==> src/rtl/sopnd_pkg.sv <==
package sopnd_pkg;

  typedef enum logic [1:0] {
    AM_REG = 2'b00,
    AM_IDX = 2'b01,
    AM_IND = 2'b10,
    AM_INC = 2'b11
  } amode_e;

  typedef enum logic [1:0] {
    S_IDLE,
    S_EXT,
    S_READ,
    S_DONE
  } seq_state_e;

  localparam int PC_NUM = 0;
  localparam int SP_NUM = 1;
  localparam int SR_NUM = 2;
  localparam int CG_NUM = 3;

endpackage

==> src/rtl/sopnd_cgen.sv <==
module sopnd_cgen
  import sopnd_pkg::*;
#(
  parameter int DATA_W = 16,
  parameter int IDX_W  = 4
) (
  input  logic [IDX_W-1:0]  reg_idx,
  input  amode_e            mode,
  output logic              is_const,
  output logic [DATA_W-1:0] const_val
);

  logic sel_r2;
  logic sel_r3;

  always_comb begin
    sel_r3    = (reg_idx == IDX_W'(CG_NUM));
    sel_r2    = (reg_idx == IDX_W'(SR_NUM)) && mode[1];
    is_const  = sel_r3 || sel_r2;
    const_val = '0;
    if (sel_r3) begin
      case (mode)
        AM_REG:  const_val = DATA_W'(0);
        AM_IDX:  const_val = DATA_W'(1);
        AM_IND:  const_val = DATA_W'(2);
        default: const_val = '1;
      endcase
    end else if (sel_r2) begin
      const_val = (mode == AM_IND) ? DATA_W'(4) : DATA_W'(8);
    end
  end

endmodule

==> src/rtl/sopnd_agu.sv <==
module sopnd_agu
  import sopnd_pkg::*;
#(
  parameter int DATA_W = 16,
  parameter int IDX_W  = 4
) (
  input  logic [IDX_W-1:0]  reg_idx,
  input  logic              byte_op,
  input  logic [DATA_W-1:0] rs_val,
  input  logic [DATA_W-1:0] pc_val,
  input  logic [DATA_W-1:0] ext_word,
  output logic [DATA_W-1:0] idx_ea,
  output logic [DATA_W-1:0] inc_val
);

  localparam int WORD_BYTES = DATA_W / 8;

  logic [DATA_W-1:0] base;
  logic [DATA_W-1:0] step;
  logic              wide_reg;

  always_comb begin
    if (reg_idx == IDX_W'(PC_NUM))      base = pc_val;
    else if (reg_idx == IDX_W'(SR_NUM)) base = '0;
    else                                base = rs_val;
    idx_ea = ext_word + base;

    wide_reg = (reg_idx == IDX_W'(PC_NUM)) || (reg_idx == IDX_W'(SP_NUM));
    step     = (byte_op && !wide_reg) ? DATA_W'(1) : DATA_W'(WORD_BYTES);
    inc_val  = rs_val + step;
  end

endmodule

==> src/rtl/sopnd_bytesel.sv <==
module sopnd_bytesel #(
  parameter int DATA_W = 16
) (
  input  logic              byte_op,
  input  logic              addr_lsb,
  input  logic [DATA_W-1:0] word,
  output logic [DATA_W-1:0] value
);

  logic [7:0] lane;

  always_comb begin
    lane  = addr_lsb ? word[15:8] : word[7:0];
    value = byte_op ? {{(DATA_W-8){1'b0}}, lane} : word;
  end

endmodule

==> src/rtl/sopnd_seq.sv <==
module sopnd_seq
  import sopnd_pkg::*;
#(
  parameter int DATA_W = 16,
  parameter int IDX_W  = 4
) (
  input  logic              clk,
  input  logic              rst_n,
  input  logic              start_i,
  input  logic [IDX_W-1:0]  src_reg_i,
  input  logic [1:0]        src_mode_i,
  input  logic              byte_op_i,
  input  logic [DATA_W-1:0] pc_i,
  output logic [IDX_W-1:0]  rf_rd_idx_o,
  input  logic [DATA_W-1:0] rf_rd_data_i,
  output logic              mem_req_o,
  output logic [DATA_W-1:0] mem_addr_o,
  input  logic [DATA_W-1:0] mem_rdata_i,
  output logic              pc_wr_en_o,
  output logic [DATA_W-1:0] pc_wr_data_o,
  output logic              rf_wr_en_o,
  output logic [IDX_W-1:0]  rf_wr_idx_o,
  output logic [DATA_W-1:0] rf_wr_data_o,
  output logic              done_o,
  output logic [DATA_W-1:0] operand_o
);

  localparam int WORD_BYTES = DATA_W / 8;

  seq_state_e        state_q, state_d;
  logic [IDX_W-1:0]  reg_q;
  amode_e            mode_q;
  logic              byte_q;
  logic              idx_q;
  logic              mem_q;
  logic              lsb_q;
  logic [DATA_W-1:0] rs_q;
  logic [DATA_W-1:0] pc_q;
  logic [DATA_W-1:0] val_q;

  logic              cap_en, ext_en, rd_en;
  logic              idle_w;
  amode_e            mode_in;
  logic [DATA_W-1:0] rs_val_w;
  logic              cg_hit;
  logic [DATA_W-1:0] cg_val;
  logic [DATA_W-1:0] ea_w;
  logic [DATA_W-1:0] inc_w;
  logic [DATA_W-1:0] rd_addr_w;
  logic [DATA_W-1:0] sel_word_w;
  logic [DATA_W-1:0] sel_val_w;

  assign mode_in     = amode_e'(src_mode_i);
  assign rf_rd_idx_o = src_reg_i;
  assign rs_val_w    = (src_reg_i == IDX_W'(PC_NUM)) ? pc_i : rf_rd_data_i;
  assign idle_w      = (state_q == S_IDLE);

  sopnd_cgen #(.DATA_W(DATA_W), .IDX_W(IDX_W)) u_cgen (
    .reg_idx   (src_reg_i),
    .mode      (mode_in),
    .is_const  (cg_hit),
    .const_val (cg_val)
  );

  sopnd_agu #(.DATA_W(DATA_W), .IDX_W(IDX_W)) u_agu (
    .reg_idx  (reg_q),
    .byte_op  (byte_q),
    .rs_val   (rs_q),
    .pc_val   (pc_q),
    .ext_word (mem_rdata_i),
    .idx_ea   (ea_w),
    .inc_val  (inc_w)
  );

  assign sel_word_w = mem_q ? mem_rdata_i : val_q;

  sopnd_bytesel #(.DATA_W(DATA_W)) u_bsel (
    .byte_op  (byte_q),
    .addr_lsb (mem_q & lsb_q),
    .word     (sel_word_w),
    .value    (sel_val_w)
  );

  assign rd_addr_w = idx_q ? ea_w : rs_q;

  // next-state logic
  always_comb begin
    state_d = state_q;
    cap_en  = 1'b0;
    ext_en  = 1'b0;
    rd_en   = 1'b0;
    case (state_q)
      S_IDLE: begin
        if (start_i) begin
          cap_en = 1'b1;
          if (cg_hit || mode_in == AM_REG) state_d = S_DONE;
          else if (mode_in == AM_IDX)      state_d = S_EXT;
          else                             state_d = S_READ;
        end
      end
      S_EXT: begin
        ext_en  = 1'b1;
        state_d = S_READ;
      end
      S_READ: begin
        rd_en   = 1'b1;
        state_d = S_DONE;
      end
      default: state_d = S_IDLE;
    endcase
  end

  // state register
  always_ff @(posedge clk or negedge rst_n) begin
    if (!rst_n) state_q <= S_IDLE;
    else        state_q <= state_d;
  end

  // captured operand context
  always_ff @(posedge clk or negedge rst_n) begin
    if (!rst_n) begin
      reg_q  <= '0;
      mode_q <= AM_REG;
      byte_q <= 1'b0;
      idx_q  <= 1'b0;
      mem_q  <= 1'b0;
      rs_q   <= '0;
      val_q  <= '0;
    end else if (cap_en) begin
      reg_q  <= src_reg_i;
      mode_q <= mode_in;
      byte_q <= byte_op_i;
      idx_q  <= (mode_in == AM_IDX);
      mem_q  <= !(cg_hit || mode_in == AM_REG);
      rs_q   <= rs_val_w;
      val_q  <= cg_hit ? cg_val : rs_val_w;
    end
  end

  // shadow program counter
  always_ff @(posedge clk or negedge rst_n) begin
    if (!rst_n)      pc_q <= '0;
    else if (cap_en) pc_q <= pc_i;
    else if (ext_en) pc_q <= pc_q + DATA_W'(WORD_BYTES);
  end

  // byte lane of the operand address
  always_ff @(posedge clk or negedge rst_n) begin
    if (!rst_n)     lsb_q <= 1'b0;
    else if (rd_en) lsb_q <= rd_addr_w[0];
  end

  // outputs
  always_comb begin
    mem_req_o    = ext_en || rd_en;
    mem_addr_o   = ext_en ? pc_q : (rd_en ? rd_addr_w : '0);
    pc_wr_en_o   = ext_en || (rd_en && mode_q == AM_INC && reg_q == IDX_W'(PC_NUM));
    pc_wr_data_o = ext_en ? (pc_q + DATA_W'(WORD_BYTES)) : inc_w;
    rf_wr_en_o   = rd_en && mode_q == AM_INC && reg_q != IDX_W'(PC_NUM);
    rf_wr_idx_o  = reg_q;
    rf_wr_data_o = inc_w;
    done_o       = (state_q == S_DONE);
    operand_o    = done_o ? sel_val_w : '0;
  end

endmodule

==> config.mk <==
export PLATFORM = sky130hd
export DESIGN_NAME = sopnd_seq
export DESIGN_NICKNAME = d
export VERILOG_FILES = /design/src/rtl/sopnd_pkg.sv /design/src/rtl/sopnd_cgen.sv /design/src/rtl/sopnd_agu.sv /design/src/rtl/sopnd_bytesel.sv /design/src/rtl/sopnd_seq.sv
export SDC_FILE = /design/constraint.sdc
export NUM_CORES = 1
export LEC_CHECK = 0
export BUFFER_PORTS_ARGS = -buffer_cell sky130_fd_sc_hd__clkbuf_2
export CAP_MARGIN = 20
export CORE_AREA = 10 10 126 128
export CTS_BUF_LIST = sky130_fd_sc_hd__clkbuf_2 sky130_fd_sc_hd__clkbuf_4 sky130_fd_sc_hd__clkbuf_8
export DETAILED_ROUTE_END_ITERATION = 16
export DIE_AREA = 0 0 136 138
export PLACE_DENSITY = 0.62
export RECOVER_POWER = 100
export SYNTH_ARGS = -nofsm -noshare
export SYNTH_HDL_FRONTEND = slang
export SYNTH_SLANG_ARGS = --single-unit
==> constraint.sdc <==
create_clock -name clk -period 4.9 [get_ports clk]
set_clock_uncertainty 0.2 [all_clocks]
set_input_delay 0.735 -clock clk [delete_from_list [all_inputs] [get_ports clk]]
set_output_delay 0.735 -clock clk [all_outputs]
set_load 0.01 [all_outputs]
---- Word level (Yosys, flattened, before mapping) ----
Cells that the tools add are included.
cells by class
  add/sub/neg operators ................... 3
  multiply operators ...................... 0
  divide/modulo/power cells ............... 0
  $lt $le $gt $ge ......................... 0
  equality and inequality tests ........... 11
  shifts and indexed selects .............. 0
  muxes and demuxes ....................... 27
  bitwise gates (word level) .............. 1
  reduce and logical (&&, ||, !) cells .... 18
operators with widths
  operator                 count
  $mux W16                 15
  $pmux W16 S3             1
  $add A16 B16 Y16         2
  $add A16 B2 Y16 const B  1
  $eq A4 B2 Y1 const B     3
  $eq A2 B2 Y1 const B     4
  $logic_not A4 Y1         2
  $mux W2                  4
  $mux W8                  1
  $pmux W2 S3              1
  $logic_and A1 B1 Y1      5
  $logic_or A1 B1 Y1       5
  $eq A2 B1 Y1 const B     2
  $eq A4 B1 Y1 const B     1
  $logic_not A2 Y1         2
  $mux W1                  4
  $mux W4                  1
  $reduce_bool A4 Y1       1
  $logic_not A1 Y1         2
  $ne A2 B2 Y1 const B     1
  $reduce_bool A2 Y1       1
  $and A1 B1 Y1            1
storage, ports and cells
  register bits after elaboration ......... 60
  bits in latches ......................... 0
  RAM bits ................................ 0
  ROM bits ................................ 0
  input bits .............................. 58
  output and inout bits ................... 76
  logic and storage cells ................. 70
  memories ................................ 0

---- Longest topological paths before layout ----
Gate-level depths: netlist of the first run.
  word-level depth ........................ 7
  mapped depth ............................ 14
  depth with buffers taken out ............ 12

---- Cells and area by module ----
A second synthesis of the first run with hierarchy kept.
second synthesis, totals
  cell total of the unflattened synthesis .. 697
  area, all modules ....................... 5,535.3 um^2
by module, submodules not included
  module         times used  cells each  area each (um^2)  seq. area each (um^2)
  sopnd_seq      1           468         3,940.0           1,501.4
  sopnd_agu      1           191         1,268.7           0.0
  sopnd_bytesel  1           17          171.4             0.0
  sopnd_cgen     1           21          155.1             0.0

---- Worst setup path after synthesis of the first run ----
Ideal clock, no wire load.
  kind .................................... reg-to-output
  start point ............................. reg reg_q[0] (netlist: rf_wr_idx_o[0])
  end point ............................... out mem_addr_o[13]
  data arrival time ....................... 2.945 ns
  path slack .............................. 1.020 ns
  cell stages (with the launch flop) ...... 13
  buffers on the path ..................... 2
  cells stage by stage .................... dfrtp_1 > or3_1 > clkbuf_1 > clkbuf_1 > nand2_1 > o21ai_0 > ha_1 > and3_1 > a221oi_2 > o31a_4 > a21oi_4 > or4b_1 > nand4_1
between the ends
  cells in the longest elaborated chain, start to end .. 7
ends and longest elaborated chain
  element                  RTL line          RTL
  start, declared          sopnd_seq.sv:31   logic [IDX_W-1:0] reg_q;
  start signal, assigned   sopnd_seq.sv:130  reg_q <= src_reg_i;
  $eq A4 B2 Y1             sopnd_agu.sv:24   else if (reg_idx == IDX_W'(SR_NUM)) base = '0;
  $mux W16                 sopnd_agu.sv:24
  $mux W16 *               sopnd_agu.sv:23   if (reg_idx == IDX_W'(PC_NUM)) base = pc_val;
  $add A16 B16 Y16 *       sopnd_agu.sv:26   idx_ea = ext_word + base;
  $mux W16 *               sopnd_seq.sv:84   assign rd_addr_w = idx_q ? ea_w : rs_q;
  $mux W16 * (2 in a row)  sopnd_seq.sv:156  mem_addr_o = ext_en ? pc_q : (rd_en ? rd_addr_w : '0);
  end, declared            sopnd_seq.sv:17   output logic [DATA_W-1:0] mem_addr_o,
Every way passes the cells marked *; elsewhere a longest branch is shown, timed or not.

---- Final worst setup path of the first run ----
  start point ............................. reg reg_q[0] (netlist: rf_wr_idx_o[0])
  end point ............................... out mem_addr_o[15]
The elaborated chain is that of the path after synthesis.

==> results of run 1 <==
## cell type report
type,instances,area (um2),share of cell area
Timing Repair Buffer,138,596,0.0978
Sequential cell,60,1500,0.247
Tap cell,180,225,0.0370
Multi-Input combinational cell,528,3460,0.569
Clock inverter,5,125,0.0205
Inverter,13,48.8,0.00801
Clock buffer,10,131,0.0216
## critical path: stages, from the launching register on
cell and delay [ps]:
dfrtp_1 400, or3_4 540, o21ai_0 350, ha_1 330, and3_1 190, a221oi_1 540, o31a_4 230, a21oi_4 80
a2111o_1 370, o211ai_1 100, clkbuf_1 180
## registers in the layout (all words and copies together) (netlist names)
register,count
state_q,2
mem_q,1
rs_q,16
lsb_q,1
rf_wr_idx_o,4
mode_q,2
pc_q,16
byte_q,1
val_q,16
idx_q,1
## logic make-up after synthesis
family                   count (synthesis)
buffers and inverters                   65
adder cells (fa/ha/maj)                 28
multiplexers                            58
AND/OR/NAND/NOR                        235
AO/OA/AOI/OAI                          153
XOR/XNOR                                54
flip-flops                              60
## per-layer routing
metal / vias to the layer above / track usage
li1: 2472 / -
met2: 174 / 0.287
met1: 2344 / 0.250
met5: - / 0
met3: 25 / 0.0344
met4: 0 / 0.0595
## per-stage QoR
step | instances | worst slack, ps
2_1_floorplan | 653 | 1020
3_3_place_gp | 919 | 595
3_5_place_dp | 919 | 461
4_1_cts | 934 | 67.9
5_1_grt | 934 | 177
6_report | 934 | 297
## power breakdown
| part | internal (mW) | total (mW) | switching, mW |
|---|---|---|---|
| clock | 0.391 | 0.579 | 0.188 |
| combinational | 1.12 | 2.75 | 1.62 |
| sequential | 0.733 | 1.13 | 0.401 |
## worst min-delay path by stage
stage / from / endpoint / slack, ps / depth (start not counted)
final: val_q[3]$_DFFE_PN0P_ / val_q[3]$_DFFE_PN0P_ / 290 / 2
after global routing: val_q[1]$_DFFE_PN0P_ / val_q[1]$_DFFE_PN0P_ / 310 / 2
after CTS: val_q[1]$_DFFE_PN0P_ / val_q[1]$_DFFE_PN0P_ / 290 / 2
after detailed placement: val_q[0]$_DFFE_PN0P_ / val_q[0]$_DFFE_PN0P_ / 270 / 2
after global placement: val_q[0]$_DFFE_PN0P_ / val_q[0]$_DFFE_PN0P_ / 260 / 2
after floorplan: rst_n / byte_q$_DFFE_PN0P_ / 240 / 0
## synth_stat cells, types with 4 or more instances
cell,instances,share of area
nand2_1,100,0.072
nor2_1,61,0.044
dfrtp_1,60,0.29
o21ai_0,60,0.057
a21oi_1,43,0.041
mux2i_1,42,0.080
clkbuf_1,34,0.024
xnor2_1,31,0.052
ha_1,26,0.062
xor2_1,23,0.038
nand2b_1,17,0.020
mux2_2,16,0.034
nand3_1,16,0.015
o211ai_1,15,0.022
nand4_1,14,0.017
inv_1,13,0.0093
o211a_1,8,0.015
buf_1,6,0.0043
a21o_1,5,0.0072
buf_4,5,0.0072
or3_1,5,0.0060
a31oi_1,4,0.0048
buf_2,4,0.0038
## timing repair
| action | in CTS | in global routing |
|---|---|---|
| hold buffers | 0 | 0 |
| setup endpoints to repair | 0 | 6 |
| resized for setup | 0 | 2 |
==> results.md, run 1 <==
- Tcrit/Tclk final: 0.939
- RSZ-0062 raised after global routing: false
- Most common library cell in the layout ignoring fill and taps: nand2_1
- Worst r2r src: state_q[1]$_DFFE_PN0P_
- Startpoint Class: flop
- Reg2Reg Setup Slack: 1240 ps
- Post-Syn Nets: 739
- Worst slew margin: -1.12
- Global route overflow: 0
- Setup Viol. Count Final: 0
- Synth Area in Simple Gates: 0.205
- Peak VDD IR: 263 uV
- TritonCTS clock tree: built
- Total vias in the final route: 5015
- Worst-path clk slew: 70 ps
- Synth Area in XOR/XNOR: 0.0903
- Final Max Slew Viols: 121
- Final wirelength: 17.7 mm
- Setup crit end kind: output port
- Metal3 WL: 1.16 mm
- Initial Util: 0.388
- Sequential share of the synthesized area: 0.287
- Ys async rst share: 1.00
- Hold_ws: 294 ps
- WL/cell: 18.9 um
- Synth-to-Final Area Change: 16.3%
- GRT Util Overall: 0.184
- Min-delay worst type: flop to flop
- Input/output buffers: 133
- Status: finished with violations
- Post-synthesis cell area: 5240 um2
- Slew @ Worst Pin: 3180 ps
- Yosys reg bits: 60
- CTS Buf Count: 9
- Chip width: 136 um
- Worst Setup EP: mem_addr_o[15]
- Fillers: 1396
- CTS sink count: 60
- Hpwl dp: 14.1 mm
- Fin. Hold Viols: 0
- Post-Synthesis Cells: 653
- Avg Cell Area, Syn: 8.02 um2
- CTS max path bufs: 2
- # DRC: 0
- Synth unique cells: 52
- Minimum clock period: 4600 ps
- Metal2 WL: 8.00 mm
- Setup TNS: 0 ps
- Number of global-route vias before repair: 5034
- Main combinational cell family by area after synthesis: simple AND/OR/NAND/NOR gates
- Yosys warns: 0
- R2R Path End: pc_q[7]$_DFFE_PN0P_
- Fin nets: 836
- Worst Path Max Fanout: 33
- Post-synthesis compound-gate area fraction: 0.181
- Worst EP required: 3960 ps
- Main synth FF type: dfrtp_1
- Htree depth: 3
- Initial antenna violation count: 0
- Failing checks: capacitance limit, slew limit
- Commonest non-fill, non-tap cells in the layout: nand2_1, clkbuf_1, clkbuf_2
- First-pass GRT wire length: 28.0 mm
- Synth Area in Adders: 0.0698
- Post-CTS Setup Bufs: 0
- Post-synthesis mux area share: 0.115
- Drt first pass iters: 5
- Later-pin clock latency in the skew report: 330 ps
- Crit path from: rf_wr_idx_o[0]$_DFFE_PN0P_
- Top routing layer used: met4
- Io pins: 134
- Via/cell ratio: 5.37
- Fin util: 0.451
- Clock root buffer: clkbuf_8
- Post-synth EDFFs: 0
- Starting DRT DRC Count: 358
- GP Congestion: 0.936
- Reg2reg path depth: 6
- Core region area: 13500 um2
- Ant. Diodes: 0
- Die extent in y: 138 um
- Cell Rows: 43
- Post-route antenna net violation count: 0
- Layout cells sized above 1: 0.131
- Max-Cap Viols: 2
- Overall power: 4.46 mW
- Largest net degree at the start of global routing: 61
- Power per Cell Area: 732 nW/um2
- Max frequency: 0.217 GHz
- Critical path type: flop to output port
- Placement Cell Area: 5950 um2
- P_leak: 2.68 nW
- Wire length on met1: 8.16 mm
- Worst Path Arrival: 3670 ps
- Die area: 18800 um2
- Final instance area: 6090 um2
(Power assumes the default switching activity.)
==> run 2, diff against run 1 <==
PLACE_DENSITY = default   (was 0.62)
PLACE_DENSITY_LB_ADDON = 0.2   (was default)
clock period = 5.78 ns   (was 4.9 ns; I/O delays follow)
==> results.md, run 2 (same netlist as run 1, synthesis figures left out) <==
- Hpwl dp: 14.2 mm (+0.70%)
- Htree depth: 3 (unchanged)
- Tcrit/Tclk final: 0.869
- Status: finished with violations
- Die extent in y: 138 um (unchanged)
- Setup Viol. Count Final: 0 (unchanged)
- WL/cell: 19.0 um (+0.26%)
- Max-Cap Viols: 3 (+1)
- Reg2Reg Setup Slack: 2060 ps (+820 ps)
- First-pass GRT wire length: 27.9 mm (-0.57%)
- Commonest non-fill, non-tap cells in the layout: nand2_1, clkbuf_1, nor2_1
- Peak VDD IR: 267 uV (+1.4%)
- Worst EP required: 4710 ps (+750 ps)
- Reg2reg path depth: 6 (unchanged)
- Worst-path clk slew: 70 ps (about the same)
- Setup crit end kind: output port
- Post-CTS Setup Bufs: 0 (unchanged)
- Drt first pass iters: 5 (unchanged)
- Chip width: 136 um (unchanged)
- Minimum clock period: 5020 ps
- Slew @ Worst Pin: 3310 ps (+134 ps)
- Number of global-route vias before repair: 4985 (-0.97%)
- Setup TNS: 0 ps (unchanged)
- Resized Gates After CTS: 0 (unchanged)
- Fin. Hold Viols: 0 (unchanged)
- Largest net degree at the start of global routing: 61 (unchanged)
- Cell Rows: 43 (unchanged)
- CTS sink count: 60 (unchanged)
- # DRC: 0 (unchanged)
- RSZ-0062 raised after global routing: false
- R2R Path End: pc_q[8]$_DFFE_PN0P_
- Worst Setup EP: mem_addr_o[15]
- Largest regs: pc_q (16), rs_q (16), val_q (16)
- Most common library cell in the layout ignoring fill and taps: nand2_1
- P_leak: 2.63 nW (-1.9%)
- Worst slew margin: -1.21 (-0.0896)
- Worst r2r src: state_q[1]$_DFFE_PN0P_
- Failing checks: capacitance limit, slew limit
- GRT Util Overall: 0.186 (+0.00141)
- Post-route antenna net violation count: 0 (unchanged)
- Io pins: 134 (unchanged)
- Global route overflow: 0 (unchanged)
- Later-pin clock latency in the skew report: 350 ps (+20 ps)
- Initial Util: 0.388 (unchanged)
- Final wirelength: 17.7 mm (+0.26%)
- Max frequency: 0.199 GHz
- Starting DRT DRC Count: 263 (-27%)
- Synth-to-Final Area Change: 15.1%
- Final Max Slew Viols: 61 (-50%)
- Ant. Diodes: 0 (unchanged)
- Crit path from: rf_wr_idx_o[3]$_DFFE_PN0P_
- Worst Path Max Fanout: 33 (unchanged)
- Hold_ws: 285 ps (-8.63 ps)
- Power per Cell Area: 607 nW/um2 (-17%)
- Critical path type: flop to output port
- CTS max path bufs: 2 (unchanged)
- Via/cell ratio: 5.29 (-1.4%)
- Die area: 18800 um2 (unchanged)
- Cts hold-fix bufs: 0 (unchanged)
- CTS Buf Count: 9 (unchanged)
- Input/output buffers: 133 (unchanged)
- TritonCTS clock tree: built
- Layout cells sized above 1: 0.127 (-0.00398)
- Min-delay worst type: flop to flop
- Total vias in the final route: 4945 (-1.4%)
- Worst Path Arrival: 3960 ps (+290 ps)
- GP Congestion: 0.851 (-9.0%)
- Clock root buffer: clkbuf_8
- Core region area: 13500 um2 (unchanged)
- Fin nets: 835 (-0.12%)
- Startpoint Class: flop
- Initial antenna violation count: 0 (unchanged)
-- run 2: cell count changes in the layout (fill, tap and decap cells not counted) --
cell and change:
inv_6 +1, clkbuf_2 -5, bufinv_16 -3, ha_1 -1, or3_1 +1, clkinv_4 +2, clkinvlp_4 +2, buf_4 +1
or3_4 -1, clkbuf_1 +3, ha_2 +1, clkbuf_4 -1
-- run 2: power by group --
group	switching (mW)	internal (mW)	total, mW
registers	0.370	0.620	0.991
logic	1.34	0.941	2.29
clock network	0.179	0.201	0.380
-- run 2: per-stage QoR --
step                setup slack [ps]  instances  area, um2  utilization  power, mW
finish                           757        934       6030        0.446       3.66
global route                     451        934       6030        0.446       4.00
CTS                              846        934       6140        0.455       3.76
detailed placement              1240        918       5940        0.440       3.37
global placement                1340        918       5940        0.440       3.33
floorplan                       1770        653       5240            -       2.59
-- run 2: worst min path at each step --
stage | startpoint | to | slack, ps | cells after the start
5_1_grt | val_q[1]$_DFFE_PN0P_ | val_q[1]$_DFFE_PN0P_ | 320 | 2
4_1_cts | val_q[1]$_DFFE_PN0P_ | val_q[1]$_DFFE_PN0P_ | 290 | 2
2_1_floorplan | val_q[0]$_DFFE_PN0P_ | val_q[0]$_DFFE_PN0P_ | 250 | 2
3_3_place_gp | val_q[1]$_DFFE_PN0P_ | val_q[1]$_DFFE_PN0P_ | 270 | 2
3_5_place_dp | val_q[1]$_DFFE_PN0P_ | val_q[1]$_DFFE_PN0P_ | 270 | 2
6_report | val_q[3]$_DFFE_PN0P_ | val_q[3]$_DFFE_PN0P_ | 290 | 2
-- run 2: worst max-delay path: stages, from the launching register on --
cell and delay (ps):
dfrtp_1 410, or3_1 770, o21ai_0 410, ha_1 320, a21o_1 170, a221oi_1 570, o31a_4 240, a21oi_4 80
a2111o_1 370, o211ai_1 100, clkbuf_1 170
-- run 2: routing by layer --
layer / global-route usage / vias up / part of all wire
met3: 0.0413 / 19 / 0.052
met2: 0.287 / 126 / 0.46
met4: 0.0494 / 0 / 0.014
met5: 0 / - / 0
met1: 0.254 / 2333 / 0.47
li1: - / 2467 / -
-- run 2: layout make-up --
class                           count  area, um2
Tap cell                          180        225
Inverter                           13       48.8
Clock buffer                        9        124
Clock inverter                      7       76.3
Timing Repair Buffer              137        589
Sequential cell                    60       1500
Multi-Input combinational cell    528       3460
Fill cell                        1419       7480
==> run 3, diff against run 2 <==
ABC_AREA = 1   (was default)
CORE_AREA = 10 10 127 129   (was 10 10 126 128)
DIE_AREA = 0 0 137 139   (was 0 0 136 138)
RECOVER_POWER = 25   (was 100)
==> results.md, run 3 <==
- GP Congestion: 0.914 (+7.4%)
- CTS max path bufs: 2 (unchanged)
- Worst EP required: 4710 ps (about the same)
- Total vias in the final route: 5837 (+18%)
- Global route overflow: 0 (unchanged)
- Worst Path Max Fanout: 16 (-52%)
- Post-synthesis mux area share: 0.00211 (-0.113)
- First-pass GRT wire length: 31.2 mm (+12%)
- CTS Buf Count: 9 (unchanged)
- WL/cell: 17.7 um (-6.5%)
- WP buf/inv: 4 (+3)
- Htree depth: 3 (unchanged)
- Synth Area in Adders: 0.0686 (-0.00116)
- Core region area: 13700 um2 (+1.2%)
- Number of global-route vias before repair: 5596 (+12%)
- Die area: 19000 um2 (+1.5%)
- Die extent in y: 139 um (+0.72%)
- Fin nets: 1035 (+24%)
- Worst r2r src: state_q[1]$_DFFE_PN0P_
- Post-synthesis compound-gate area fraction: 0.183 (+0.00144)
- Chip width: 137 um (+0.74%)
- Via/cell ratio: 5.15 (-2.8%)
- Setup TNS: 0 ps (unchanged)
- Worst Setup EP: mem_addr_o[8]
- TritonCTS clock tree: built
- Cell Rows: 43 (unchanged)
- Initial antenna violation count: 0 (unchanged)
- Slew @ Worst Pin: 3370 ps (+56.5 ps)
- Status: finished with violations
- Tcrit/Tclk final: 0.766 (-0.103)
- Worst Path Arrival: 3360 ps (-600 ps)
- Startpoint Class: flop
- Post-synthesis cell area: 5330 um2 (+1.7%)
- Post-synth EDFFs: 0 (unchanged)
- Reg2reg path depth: 7 (+1)
- Synth area leaders: dfrtp_1, nand2_1, inv_1
- Fin. Hold Viols: 0 (unchanged)
- Final Max Slew Viols: 61 (unchanged)
- Worst slew margin: -1.25 (-0.0377)
- Synth unique cells: 36 (-31%)
- Hpwl dp: 16.4 mm (+15%)
- R2R Path End: pc_q[8]$_DFFE_PN0P_
- CTS sink count: 60 (unchanged)
- RSZ-0062 raised after global routing: false
- Most frequent cell on the critical path: nand2_1
- Crit path from: rf_wr_idx_o[3]$_DFFE_PN0P_
- Post-Syn Nets: 924 (+25%)
- Power per Cell Area: 603 nW/um2 (-0.63%)
- Max frequency: 0.226 GHz (+13%)
- Final instance area: 6270 um2 (+4.1%)
- CP max-delay cell: dfrtp_1
- Starting DRT DRC Count: 510 (+94%)
- Io pins: 134 (unchanged)
- Cts hold-fix bufs: 0 (unchanged)
- Commonest non-fill, non-tap cells in the layout: nand2_1, clkbuf_2, inv_1
- Count leader, synth: nand2_1
- Failing checks: capacitance limit, slew limit
- Later-pin clock latency in the skew report: 350 ps (about the same)
- Cell taking the most area after synthesis: dfrtp_1
- Synth Area in Simple Gates: 0.307 (+0.101)
- Largest net degree at the start of global routing: 61 (unchanged)
- Min-delay worst type: flop to flop
- Post-Synthesis Cells: 838 (+28%)
- GRT Util Overall: 0.209 (+0.0228)
- Hold_ws: 290 ps (+4.62 ps)
- Final wirelength: 20.1 mm (+14%)
- Main synth FF type: dfrtp_1
- Clock root buffer: clkbuf_8
- Drt first pass iters: 5 (unchanged)
- Critical path type: flop to output port
- Ys async rst share: 1.00 (unchanged)
- Worst-path clk slew: 70 ps (about the same)
- Top delay family on crit path: simple AND/OR/NAND/NOR gates
- Avg Cell Area, Syn: 6.36 um2 (-21%)
- Sequential share of the synthesized area: 0.282 (-0.00478)
- Main combinational cell family by area after synthesis: simple AND/OR/NAND/NOR gates
- Fillers: 1544 (+8.8%)
- P_leak: 3.45 nW (+32%)
- Post-route antenna net violation count: 0 (unchanged)
- Yosys reg bits: 60 (unchanged)
- Yosys warns: 0 (unchanged)
- Initial Util: 0.390 (+0.00192)
- CP peak stage delay: 400 ps (-370 ps)
- Largest regs: pc_q (16), rs_q (16), val_q (16)
- Setup crit end kind: output port
- Most common library cell in the layout ignoring fill and taps: nand2_1
- Post-CTS Setup Bufs: 0 (unchanged)
- Minimum clock period: 4430 ps (-594 ps)
- Peak VDD IR: 231 uV (-14%)
- Synth Area in XOR/XNOR: 0.0343 (-0.0560)
- # DRC: 0 (unchanged)
- Setup Viol. Count Final: 0 (unchanged)
- Max-Cap Viols: 1 (-2)
- Synth-to-Final Area Change: 17.8%
- Worst-path cell chain: nor2_1, nand2_1, inv_1, nand2_1, o21ai_0, ha_1, inv_1, fa_1, inv_1, nand3_1, nand3_1, a21oi_1, or2_2, nand3_1, nand2_1, nand2_1, clkbuf_2
- Post-synth top cells: nand2_1, inv_1, o21ai_0
- Reg2Reg Setup Slack: 2920 ps (+860 ps)
- Placement Cell Area: 6080 um2 (+2.3%)
- Input/output buffers: 133 (unchanged)
- Resized Gates After CTS: 0 (unchanged)
- Ant. Diodes: 0 (unchanged)
- Layout cells sized above 1: 0.174 (+0.0467)
- Share of the synthesized area in the top cell type: 0.282 (-0.00478)
- WP depth: 17 (+7)
- Hold path start: mode_q[1]$_DFFE_PN0P_
-- run 3: worst min path at each step --
| stage | to | cells past startpoint | slack, ps |
|---|---|---|---|
| after floorplan | mode_q[1]$_DFFE_PN0P_ | 2 | 250 |
| after global placement | mode_q[1]$_DFFE_PN0P_ | 2 | 260 |
| after detailed placement | mode_q[1]$_DFFE_PN0P_ | 2 | 270 |
| after CTS | mode_q[1]$_DFFE_PN0P_ | 2 | 290 |
| after global routing | mode_q[0]$_DFFE_PN0P_ | 2 | 330 |
| final | mode_q[1]$_DFFE_PN0P_ | 2 | 290 |
-- run 3: cells by family after synthesis --
group | count (synthesis)
AO/OA/AOI/OAI | 168
XOR/XNOR | 20
AND/OR/NAND/NOR | 394
buffers and inverters | 167
flip-flops | 60
adder cells (fa/ha/maj) | 28
multiplexers | 1
-- run 3: power breakdown --
| group | switching (mW) | internal (mW) |
|---|---|---|
| clock | 0.189 | 0.201 |
| sequential | 0.214 | 0.621 |
| combinational | 1.69 | 0.862 |
| total | 2.10 | 1.68 |
-- run 3: worst min-delay path, stage by stage, from the launching register on --
cell     delay, ps
dfrtp_1        340
nand2_1         50
nand2_1         60
-- run 3: layer usage --
layer / global-route usage / wire [um]
met1: 0.294 / 9320
met4: 0.0760 / 553
met2: 0.303 / 8680
met3: 0.0446 / 1570
met5: 0 / 0
-- run 3: stage by stage --
step	power (mW)	cells	utilization	worst slack, ps
2_1_floorplan	2.51	838	-	2280
3_3_place_gp	3.36	1118	0.445	1810
3_5_place_dp	3.38	1118	0.445	1740
4_1_cts	3.78	1134	0.459	1350
5_1_grt	4.16	1134	0.459	1040
6_report	3.78	1134	0.459	1350
-- run 3: final cells by class --
type	instances	area, um2	share of cell area
inverters	130	488	0.0778
well taps	180	225	0.0359
repair buffers	137	692	0.110
multi-input cells	611	3170	0.505
clock inverters	7	76.3	0.0122
clock buffers	9	124	0.0197
flip-flops and latches	60	1500	0.239
